[config.mk]
export PLATFORM = sky130hd
export DESIGN_NAME = mem_sec_filter
export DESIGN_NICKNAME = d
export VERILOG_FILES = /design/src/rtl/sfp_pkg.sv /design/src/rtl/sfp_regfile.sv /design/src/rtl/sfp_window_match.sv /design/src/rtl/sfp_decide.sv /design/src/rtl/mem_sec_filter.sv
export SDC_FILE = /design/constraint.sdc
export NUM_CORES = 1
export LEC_CHECK = 0
export ABC_AREA = 1
export BUFFER_PORTS_ARGS = -buffer_cell sky130_fd_sc_hd__buf_4
export CELL_PAD_IN_SITES_DETAIL_PLACEMENT = 0
export CELL_PAD_IN_SITES_GLOBAL_PLACEMENT = 1
export CORE_MARGIN = 10
export CORE_UTILIZATION = 29
export DETAILED_ROUTE_END_ITERATION = 7
export PLACE_DENSITY = 0.55
export SYNTH_ARGS = -nofsm -noshare
export SYNTH_HDL_FRONTEND = slang
export SYNTH_SLANG_ARGS = --single-unit
[constraint.sdc]
create_clock -name clk -period 5.6 [get_ports clk]
set_clock_uncertainty 0.15 [all_clocks]
set_input_delay 0.28 -clock clk [delete_from_list [all_inputs] [get_ports clk]]
set_output_delay 0.28 -clock clk [all_outputs]
set_load 0.03 [all_outputs]
[src/rtl/sfp_pkg.sv]
package sfp_pkg;

  // Register payload and mask halves are both this wide.
  localparam int unsigned REG_DW = 16;

  // Masked update: bits with mask 1 take the new value, others keep the old.
  function automatic logic [REG_DW-1:0] merge_masked(
    input logic [REG_DW-1:0] old_val,
    input logic [2*REG_DW-1:0] wr_word
  );
    logic [REG_DW-1:0] msk;
    logic [REG_DW-1:0] dat;
    msk = wr_word[2*REG_DW-1:REG_DW];
    dat = wr_word[REG_DW-1:0];
    return (old_val & ~msk) | (dat & msk);
  endfunction

endpackage

[src/rtl/sfp_regfile.sv]
module sfp_regfile #(
  parameter int unsigned NUM_WIN = 8,
  parameter int unsigned PAGE_W  = 12,
  parameter int unsigned IDX_W   = 5
) (
  input  logic                             clk,
  input  logic                             rst_n,
  input  logic                             reg_wr,
  input  logic [IDX_W-1:0]                 reg_addr,
  input  logic [2*sfp_pkg::REG_DW-1:0]     reg_wdata,
  output logic [2*sfp_pkg::REG_DW-1:0]     reg_rdata,
  output logic [NUM_WIN-1:0][PAGE_W-1:0]   win_lo,
  output logic [NUM_WIN-1:0][PAGE_W-1:0]   win_hi,
  output logic [NUM_WIN-1:0]               win_en,
  output logic                             rest_sec,
  output logic                             bypass
);
  import sfp_pkg::*;

  localparam int unsigned CTRL_W   = NUM_WIN + 2;
  localparam int unsigned CTRL_IDX = 2 * NUM_WIN;
  localparam int unsigned REST_BIT = NUM_WIN;
  localparam int unsigned BYP_BIT  = NUM_WIN + 1;
  localparam logic [CTRL_W-1:0] CTRL_RST = CTRL_W'(1) << BYP_BIT;

  logic [NUM_WIN-1:0][PAGE_W-1:0] lo_q;
  logic [NUM_WIN-1:0][PAGE_W-1:0] hi_q;
  logic [CTRL_W-1:0]              ctrl_q;

  // Named decode events, used by the assertions below.
  logic wr_ctrl;
  logic wr_outside;
  assign wr_ctrl    = reg_wr && (reg_addr == IDX_W'(CTRL_IDX));
  assign wr_outside = reg_wr && (reg_addr > IDX_W'(CTRL_IDX));

  for (genvar gi = 0; gi < NUM_WIN; gi++) begin : g_win_regs
    logic wr_lo;
    logic wr_hi;
    assign wr_lo = reg_wr && (reg_addr == IDX_W'(gi));
    assign wr_hi = reg_wr && (reg_addr == IDX_W'(gi + NUM_WIN));

    always_ff @(posedge clk) begin
      if (!rst_n) begin
        lo_q[gi] <= '0;
      end else if (wr_lo) begin
        lo_q[gi] <= PAGE_W'(merge_masked(REG_DW'(lo_q[gi]), reg_wdata));
      end
    end

    always_ff @(posedge clk) begin
      if (!rst_n) begin
        hi_q[gi] <= '0;
      end else if (wr_hi) begin
        hi_q[gi] <= PAGE_W'(merge_masked(REG_DW'(hi_q[gi]), reg_wdata));
      end
    end
  end

  always_ff @(posedge clk) begin
    if (!rst_n) begin
      ctrl_q <= CTRL_RST;
    end else if (wr_ctrl) begin
      ctrl_q <= CTRL_W'(merge_masked(REG_DW'(ctrl_q), reg_wdata));
    end
  end

  // Read path: upper half always zero.
  logic [REG_DW-1:0] rd_lo;
  always_comb begin
    rd_lo = '0;
    for (int i = 0; i < NUM_WIN; i++) begin
      if (reg_addr == IDX_W'(i))           rd_lo = REG_DW'(lo_q[i]);
      if (reg_addr == IDX_W'(i + NUM_WIN)) rd_lo = REG_DW'(hi_q[i]);
    end
    if (reg_addr == IDX_W'(CTRL_IDX)) rd_lo = REG_DW'(ctrl_q);
  end
  assign reg_rdata = {{REG_DW{1'b0}}, rd_lo};

  assign win_lo   = lo_q;
  assign win_hi   = hi_q;
  assign win_en   = ctrl_q[NUM_WIN-1:0];
  assign rest_sec = ctrl_q[REST_BIT];
  assign bypass   = ctrl_q[BYP_BIT];

  // A control write with an all-zero mask leaves control untouched.
  assert_mask_hold_R2: assert property (@(posedge clk) disable iff (!rst_n)
    (wr_ctrl && (reg_wdata[REG_DW +: CTRL_W] == '0)) |=> $stable(ctrl_q));

  // Writes beyond the control index change no stored state.
  assert_idx_ignore_R3: assert property (@(posedge clk) disable iff (!rst_n)
    wr_outside |=> ($stable(ctrl_q) && $stable(lo_q) && $stable(hi_q)));

  // Read data never carries anything in the mask half.
  assert_rd_upper_R2: assert property (@(posedge clk) disable iff (!rst_n)
    reg_rdata[2*REG_DW-1:REG_DW] == '0);

endmodule

[src/rtl/sfp_window_match.sv]
module sfp_window_match #(
  parameter int unsigned NUM_WIN = 8,
  parameter int unsigned PAGE_W  = 12
) (
  input  logic [PAGE_W-1:0]                page,
  input  logic [NUM_WIN-1:0][PAGE_W-1:0]   win_lo,
  input  logic [NUM_WIN-1:0][PAGE_W-1:0]   win_hi,
  output logic [NUM_WIN-1:0]               hit
);

  // Inclusive range test; an inverted range has no page satisfying both.
  function automatic logic page_in_range(
    input logic [PAGE_W-1:0] p,
    input logic [PAGE_W-1:0] lo,
    input logic [PAGE_W-1:0] hi
  );
    return (p >= lo) && (p <= hi);
  endfunction

  for (genvar gi = 0; gi < NUM_WIN; gi++) begin : g_cmp
    assign hit[gi] = page_in_range(page, win_lo[gi], win_hi[gi]);
  end

endmodule

[src/rtl/sfp_decide.sv]
module sfp_decide #(
  parameter int unsigned NUM_WIN = 8
) (
  input  logic               clk,
  input  logic               rst_n,
  input  logic               acc_valid,
  input  logic               acc_secure,
  input  logic [NUM_WIN-1:0] hit,
  input  logic [NUM_WIN-1:0] win_en,
  input  logic               rest_sec,
  input  logic               bypass,
  output logic               res_valid,
  output logic               res_permit
);

  // Named internal events.
  logic [NUM_WIN-1:0] sec_cover;
  logic               in_secure_win;
  logic               in_no_win;
  logic               rest_block;
  logic               deny_now;

  assign sec_cover     = hit & win_en;
  assign in_secure_win = |sec_cover;
  assign in_no_win     = ~|hit;
  assign rest_block    = in_no_win && rest_sec;
  assign deny_now      = !bypass && !acc_secure && (in_secure_win || rest_block);

  always_ff @(posedge clk) begin
    if (!rst_n) begin
      res_valid  <= 1'b0;
      res_permit <= 1'b1;
    end else begin
      res_valid <= acc_valid;
      if (acc_valid) begin
        res_permit <= !deny_now;
      end
    end
  end

  assert_latency_R10: assert property (@(posedge clk) disable iff (!rst_n)
    acc_valid |=> res_valid);

  assert_no_spurious_R10: assert property (@(posedge clk) disable iff (!rst_n)
    !acc_valid |=> !res_valid);

  assert_secure_pass_R6: assert property (@(posedge clk) disable iff (!rst_n)
    (acc_valid && acc_secure) |=> res_permit);

  assert_bypass_pass_R8: assert property (@(posedge clk) disable iff (!rst_n)
    (acc_valid && bypass) |=> res_permit);

  assert_win_deny_R5: assert property (@(posedge clk) disable iff (!rst_n)
    (acc_valid && !acc_secure && !bypass && in_secure_win) |=> !res_permit);

  assert_rest_deny_R7: assert property (@(posedge clk) disable iff (!rst_n)
    (acc_valid && !acc_secure && !bypass && rest_sec && in_no_win) |=> !res_permit);

  assert_overlap_deny_R9: assert property (@(posedge clk) disable iff (!rst_n)
    (acc_valid && !acc_secure && !bypass && ($countones(sec_cover) >= 2))
      |=> !res_permit);

endmodule

[src/rtl/mem_sec_filter.sv]
module mem_sec_filter #(
  parameter int unsigned ADDR_W    = 32,
  parameter int unsigned GRAIN_LG2 = 20,
  parameter int unsigned NUM_WIN   = 8,
  parameter int unsigned IDX_W     = 5
) (
  input  logic                clk,
  input  logic                rst_n,
  input  logic                reg_wr,
  input  logic [IDX_W-1:0]    reg_addr,
  input  logic [31:0]         reg_wdata,
  output logic [31:0]         reg_rdata,
  input  logic                acc_valid,
  input  logic [ADDR_W-1:0]   acc_addr,
  input  logic                acc_secure,
  output logic                res_valid,
  output logic                res_permit
);

  localparam int unsigned PAGE_W = ADDR_W - GRAIN_LG2;

  logic [NUM_WIN-1:0][PAGE_W-1:0] win_lo;
  logic [NUM_WIN-1:0][PAGE_W-1:0] win_hi;
  logic [NUM_WIN-1:0]             win_en;
  logic                           rest_sec;
  logic                           bypass;
  logic [NUM_WIN-1:0]             hit;
  logic [PAGE_W-1:0]              acc_page;
  logic                           unused_offset;

  assign acc_page      = acc_addr[ADDR_W-1:GRAIN_LG2];
  assign unused_offset = ^acc_addr[GRAIN_LG2-1:0];

  sfp_regfile #(
    .NUM_WIN (NUM_WIN),
    .PAGE_W  (PAGE_W),
    .IDX_W   (IDX_W)
  ) u_regs (
    .clk       (clk),
    .rst_n     (rst_n),
    .reg_wr    (reg_wr),
    .reg_addr  (reg_addr),
    .reg_wdata (reg_wdata),
    .reg_rdata (reg_rdata),
    .win_lo    (win_lo),
    .win_hi    (win_hi),
    .win_en    (win_en),
    .rest_sec  (rest_sec),
    .bypass    (bypass)
  );

  sfp_window_match #(
    .NUM_WIN (NUM_WIN),
    .PAGE_W  (PAGE_W)
  ) u_match (
    .page   (acc_page),
    .win_lo (win_lo),
    .win_hi (win_hi),
    .hit    (hit)
  );

  sfp_decide #(
    .NUM_WIN (NUM_WIN)
  ) u_decide (
    .clk        (clk),
    .rst_n      (rst_n),
    .acc_valid  (acc_valid),
    .acc_secure (acc_secure),
    .hit        (hit),
    .win_en     (win_en),
    .rest_sec   (rest_sec),
    .bypass     (bypass),
    .res_valid  (res_valid),
    .res_permit (res_permit)
  );

  // An inverted window never reports a hit, whatever the page.
  for (genvar gi = 0; gi < NUM_WIN; gi++) begin : g_chk
    assert_inverted_empty_R4: assert property (@(posedge clk) disable iff (!rst_n)
      (win_hi[gi] < win_lo[gi]) |-> !hit[gi]);
  end

endmodule

==> impl_metrics.json <==
{
  "ys.flop_type": "dfxtp_1",
  "grt_max_degree": 91,
  "io_buffers": 59,
  "finalCriticalPeriod_ns": 3.34,
  "seq_area_frac_synth_pct": 28.3,
  "cpMaxStageDelayCell": "nor2_2",
  "tightest_slew_ns": 1.21,
  "required_ns": 5.17,
  "netlist_top_cells_area": "dfxtp_1, ha_1, nand2_1, a21oi_1, o21ai_0",
  "routedWlPerCell_um": 24.3,
  "p_comb_share_pct": 14.6,
  "path_cells": "buf_4 > nor2_2 > nand2_2 > nor2_2 > nand2_1 > nand3_1 > nor2_1 > nand4_1 > nand2_1 > nand4_1 > nand2_1 > nand3_1 > nand2_1 > nand3_1 > buf_4",
  "via_count": 14900,
  "hold_class": "in -> reg",
  "endpoint_kind": "primary output",
  "drtIter0Drc": 1367,
  "tns_ns": 0,
  "synth-async-reset-ratio_pct": 0,
  "root_buffer": "clkbuf_16",
  "dpl.hpwl_um": 45100,
  "use_met2_pct": 33.6,
  "synth_compound_area_share_pct": 19.3,
  "grt-busiest-layer": "met2",
  "power.switching_w": 0.00119,
  "ir_drop_uv": 216,
  "critical_path_class": "in -> out",
  "antenna_found_initial": 0,
  "gr-usage-met3_pct": 3.33,
  "rsz0062_at_grt": "no",
  "numCtsBuffers": 27,
  "internal-power_w": 0.00266,
  "relSlewSlack_pct": 19.6,
  "ys_warn_count": 0,
  "grt_overflow": 0,
  "critPathMaxStageDelay_ns": 0.53,
  "finalHoldViolCount": 0,
  "layout-drive-gt1-share_pct": 7.05,
  "switching_share_pct": 30.9,
  "place_worst_setup_slack_ns": 2.33,
  "syn2layout_area_growth_pct": 12.0,
  "power_frac_seq_pct": 38.1,
  "dieArea_um2": 59100,
  "ys_ff_latch": 204,
  "rows": 81,
  "whs_path_depth": 3,
  "maxCapViolations": 0,
  "start_util_pct": 29.5,
  "fmax_ghz": 0.299,
  "synth_mux_area_share_pct": 0,
  "cpMostUsedCell": "nand2_1",
  "crit_arrival_ns": 2.91,
  "grt.total_usage_pct": 22.3,
  "status": "finished clean",
  "clkPwrFrac_pct": 47.3,
  "core_area_um2": 49100,
  "startpoint": "reg_addr[1]",
  "rr_worst_depth": 15,
  "startpoint_type": "input pin",
  "die_w_um": 243,
  "critical-path-top-delay-family": "simple AND/OR/NAND/NOR gates",
  "avgSynthCellArea_um2": 6.71,
  "powerDensity_nw_per_um2": 238,
  "die_h_um": 243,
  "synthAdderAreaFrac_pct": 16.6,
  "synthCells": 2153,
  "final_max_slew_viol_count": 0,
  "path_max_fanout": 15,
  "grt_pass1_wl_um": 97000,
  "netlist_area_um2": 14400,
  "cts-hold-fix-buffers": 3,
  "num_io_pins": 108,
  "ant_nets": 0,
  "power_leakage_nw": 5.93,
  "cts_tree": "done",
  "grt_util_met1_pct": 32.7,
  "synth_cell_type_count": 29,
  "setup_ws_ns": 2.26,
  "crit_buf_inv": 2,
  "synth_top_area_share_pct": 28.3,
  "clkTransAtPathRegs_ns": 0.07,
  "finalCritPeriodShare_pct": 59.7,
  "yosys.area_share.xor_xnor_pct": 0,
  "fillers": 5409,
  "synth_top_area_cell": "dfxtp_1",
  "clockBufferDepth": 3,
  "clock_latency_ns": 0.58,
  "synth_edf_count": 0,
  "viasPerCell": 5.24,
  "grt_pass1_vias": 13400,
  "path_depth": 15,
  "clock_sinks": 204,
  "synthSimpleGateAreaFrac_pct": 24.8,
  "firstDrtPassIters": 6,
  "setup_violations": 0,
  "synth_top_family_by_area": "simple AND/OR/NAND/NOR gates",
  "antenna_cells": 0,
  "hp-start": "reg_wdata[25]",
  "nNetsFinal": 2418,
  "post_cts_resize_count": 0,
  "routed_wl_um": 69000,
  "gp_congestion": 0.885,
  "drc": 0,
  "post-cts-setup-buffers": 0,
  "htree_levels": 1
}
-- kinds of logic (layout without fill, tap and decap cells) --
family / count (synthesis) / in the layout
AND/OR/NAND/NOR: 823 / 823
AO/OA/AOI/OAI: 551 / 551
buffers and inverters: 382 / 381
flip-flops: 204 / 204
adder cells (fa/ha/maj): 192 / 192
other: 1 / 20
-- layer usage --
metal  vias to the layer above  wire (um)
li1                       7161          -
met1                      7066      32900
met2                       571      29600
met3                        70       5180
met4                         0       1360
met5                         -          0
-- cells in the final DEF (no fill, tap or decap), types with 2 or more instances in the layout --
cell type,n
dfxtp_1,204
clkinv_2,4
inv_1,251
conb_1,20
clkbuf_1,4
nor2_1,109
nand4_1,55
clkbuf_16,27
inv_2,11
clkinv_1,2
buf_4,65
inv_6,2
dlygate4sd3_1,3
nor2_4,6
ha_1,192
o21a_1,14
a21oi_1,303
clkbuf_8,10
o21ai_1,23
nand2_2,4
o21ai_0,210
nor2_2,18
nand2_1,453
nor3_1,10
and2_1,5
nand3_1,159
nand3_4,2
-- cell type report --
class | instances | area [um^2] | area share, %
tap | 664 | 831 | 5.13
inverter | 265 | 996 | 6.15
clock inverter | 7 | 70.1 | 0.433
timing repair buffer | 68 | 518 | 3.20
multi-input combinational | 1586 | 8860 | 54.7
sequential | 204 | 4080 | 25.2
clock buffer | 41 | 828 | 5.12
-- metrics by stage --
| step | instance area (um^2) | util (%) | power [W] | hold WS, ns | std cells |
|---|---|---|---|---|---|
| 6_report | 16200 | 33.0 | 0.00385 | 0.0259 | 2835 |
| 5_1_grt | 16200 | 33.0 | 0.00397 | 0.0227 | 2835 |
| 4_1_cts | 16200 | 33.0 | 0.00387 | 0.00104 | 2835 |
| 3_5_place_dp | 15300 | 31.1 | 0.00205 | 0.314 | 2784 |
| 3_3_place_gp | 15300 | 31.1 | 0.00205 | 0.313 | 2784 |
| 2_1_floorplan | 14500 | - | 0.00180 | 0.223 | 2172 |
-- worst reg2reg max path, cell delays in order, from the launching register on --
cell and delay (ns):
dfxtp_1 0.39, inv_1 0.06, ha_1 0.29, nand2_1 0.11, nor3_1 0.27, nand2_1 0.09
nand3_1 0.07, nand2_1 0.17, nand2_1 0.11, nand2_1 0.06, nor2_1 0.21, nand3_1 0.11
nand3_1 0.09, nand2_1 0.13, nand2_1 0.09, nand2_1 0.05
-- worst paths after layout --
path / slack (ns) / to
setup / recovery: 2.26 / reg_rdata[6]
hold / removal: 0.03 / register
setup reg to reg: 3.05 / u_decide.res_permit
hold reg to reg: 0.32 / register
-- Yosys cell counts (2+ instances only) --
| library cell | number |
|---|---|
| buf_6 | 3 |
| nor2_1 | 109 |
| a21oi_1 | 303 |
| o21ai_0 | 210 |
| buf_4 | 25 |
| nor2_2 | 18 |
| buf_2 | 19 |
| o21a_1 | 14 |
| nand2_1 | 453 |
| clkbuf_1 | 68 |
| nand3_1 | 159 |
| inv_1 | 251 |
| nor2_4 | 6 |
| inv_2 | 11 |
| dfxtp_1 | 204 |
| buf_1 | 2 |
| nand4_1 | 55 |
| nand2_2 | 4 |
| nand3_4 | 2 |
| ha_1 | 192 |
| nor3_1 | 10 |
| clkinv_1 | 2 |
| and2_1 | 5 |
| o21ai_1 | 23 |
-- power groups by stage --
| stage | Clock (W) | Sequential [W] | Combinational [W] |
|---|---|---|---|
| after CTS | 0.00184 | 0.00147 | 0.000557 |
| after detailed placement | 0 | 0.00150 | 0.000554 |
| after floorplan | 0 | 0.00150 | 0.000307 |
| after global placement | 0 | 0.00150 | 0.000548 |
| final | 0.00182 | 0.00147 | 0.000563 |
| after global routing | 0.00189 | 0.00147 | 0.000610 |
No activity file was read; power rests on OpenSTA's default activity.
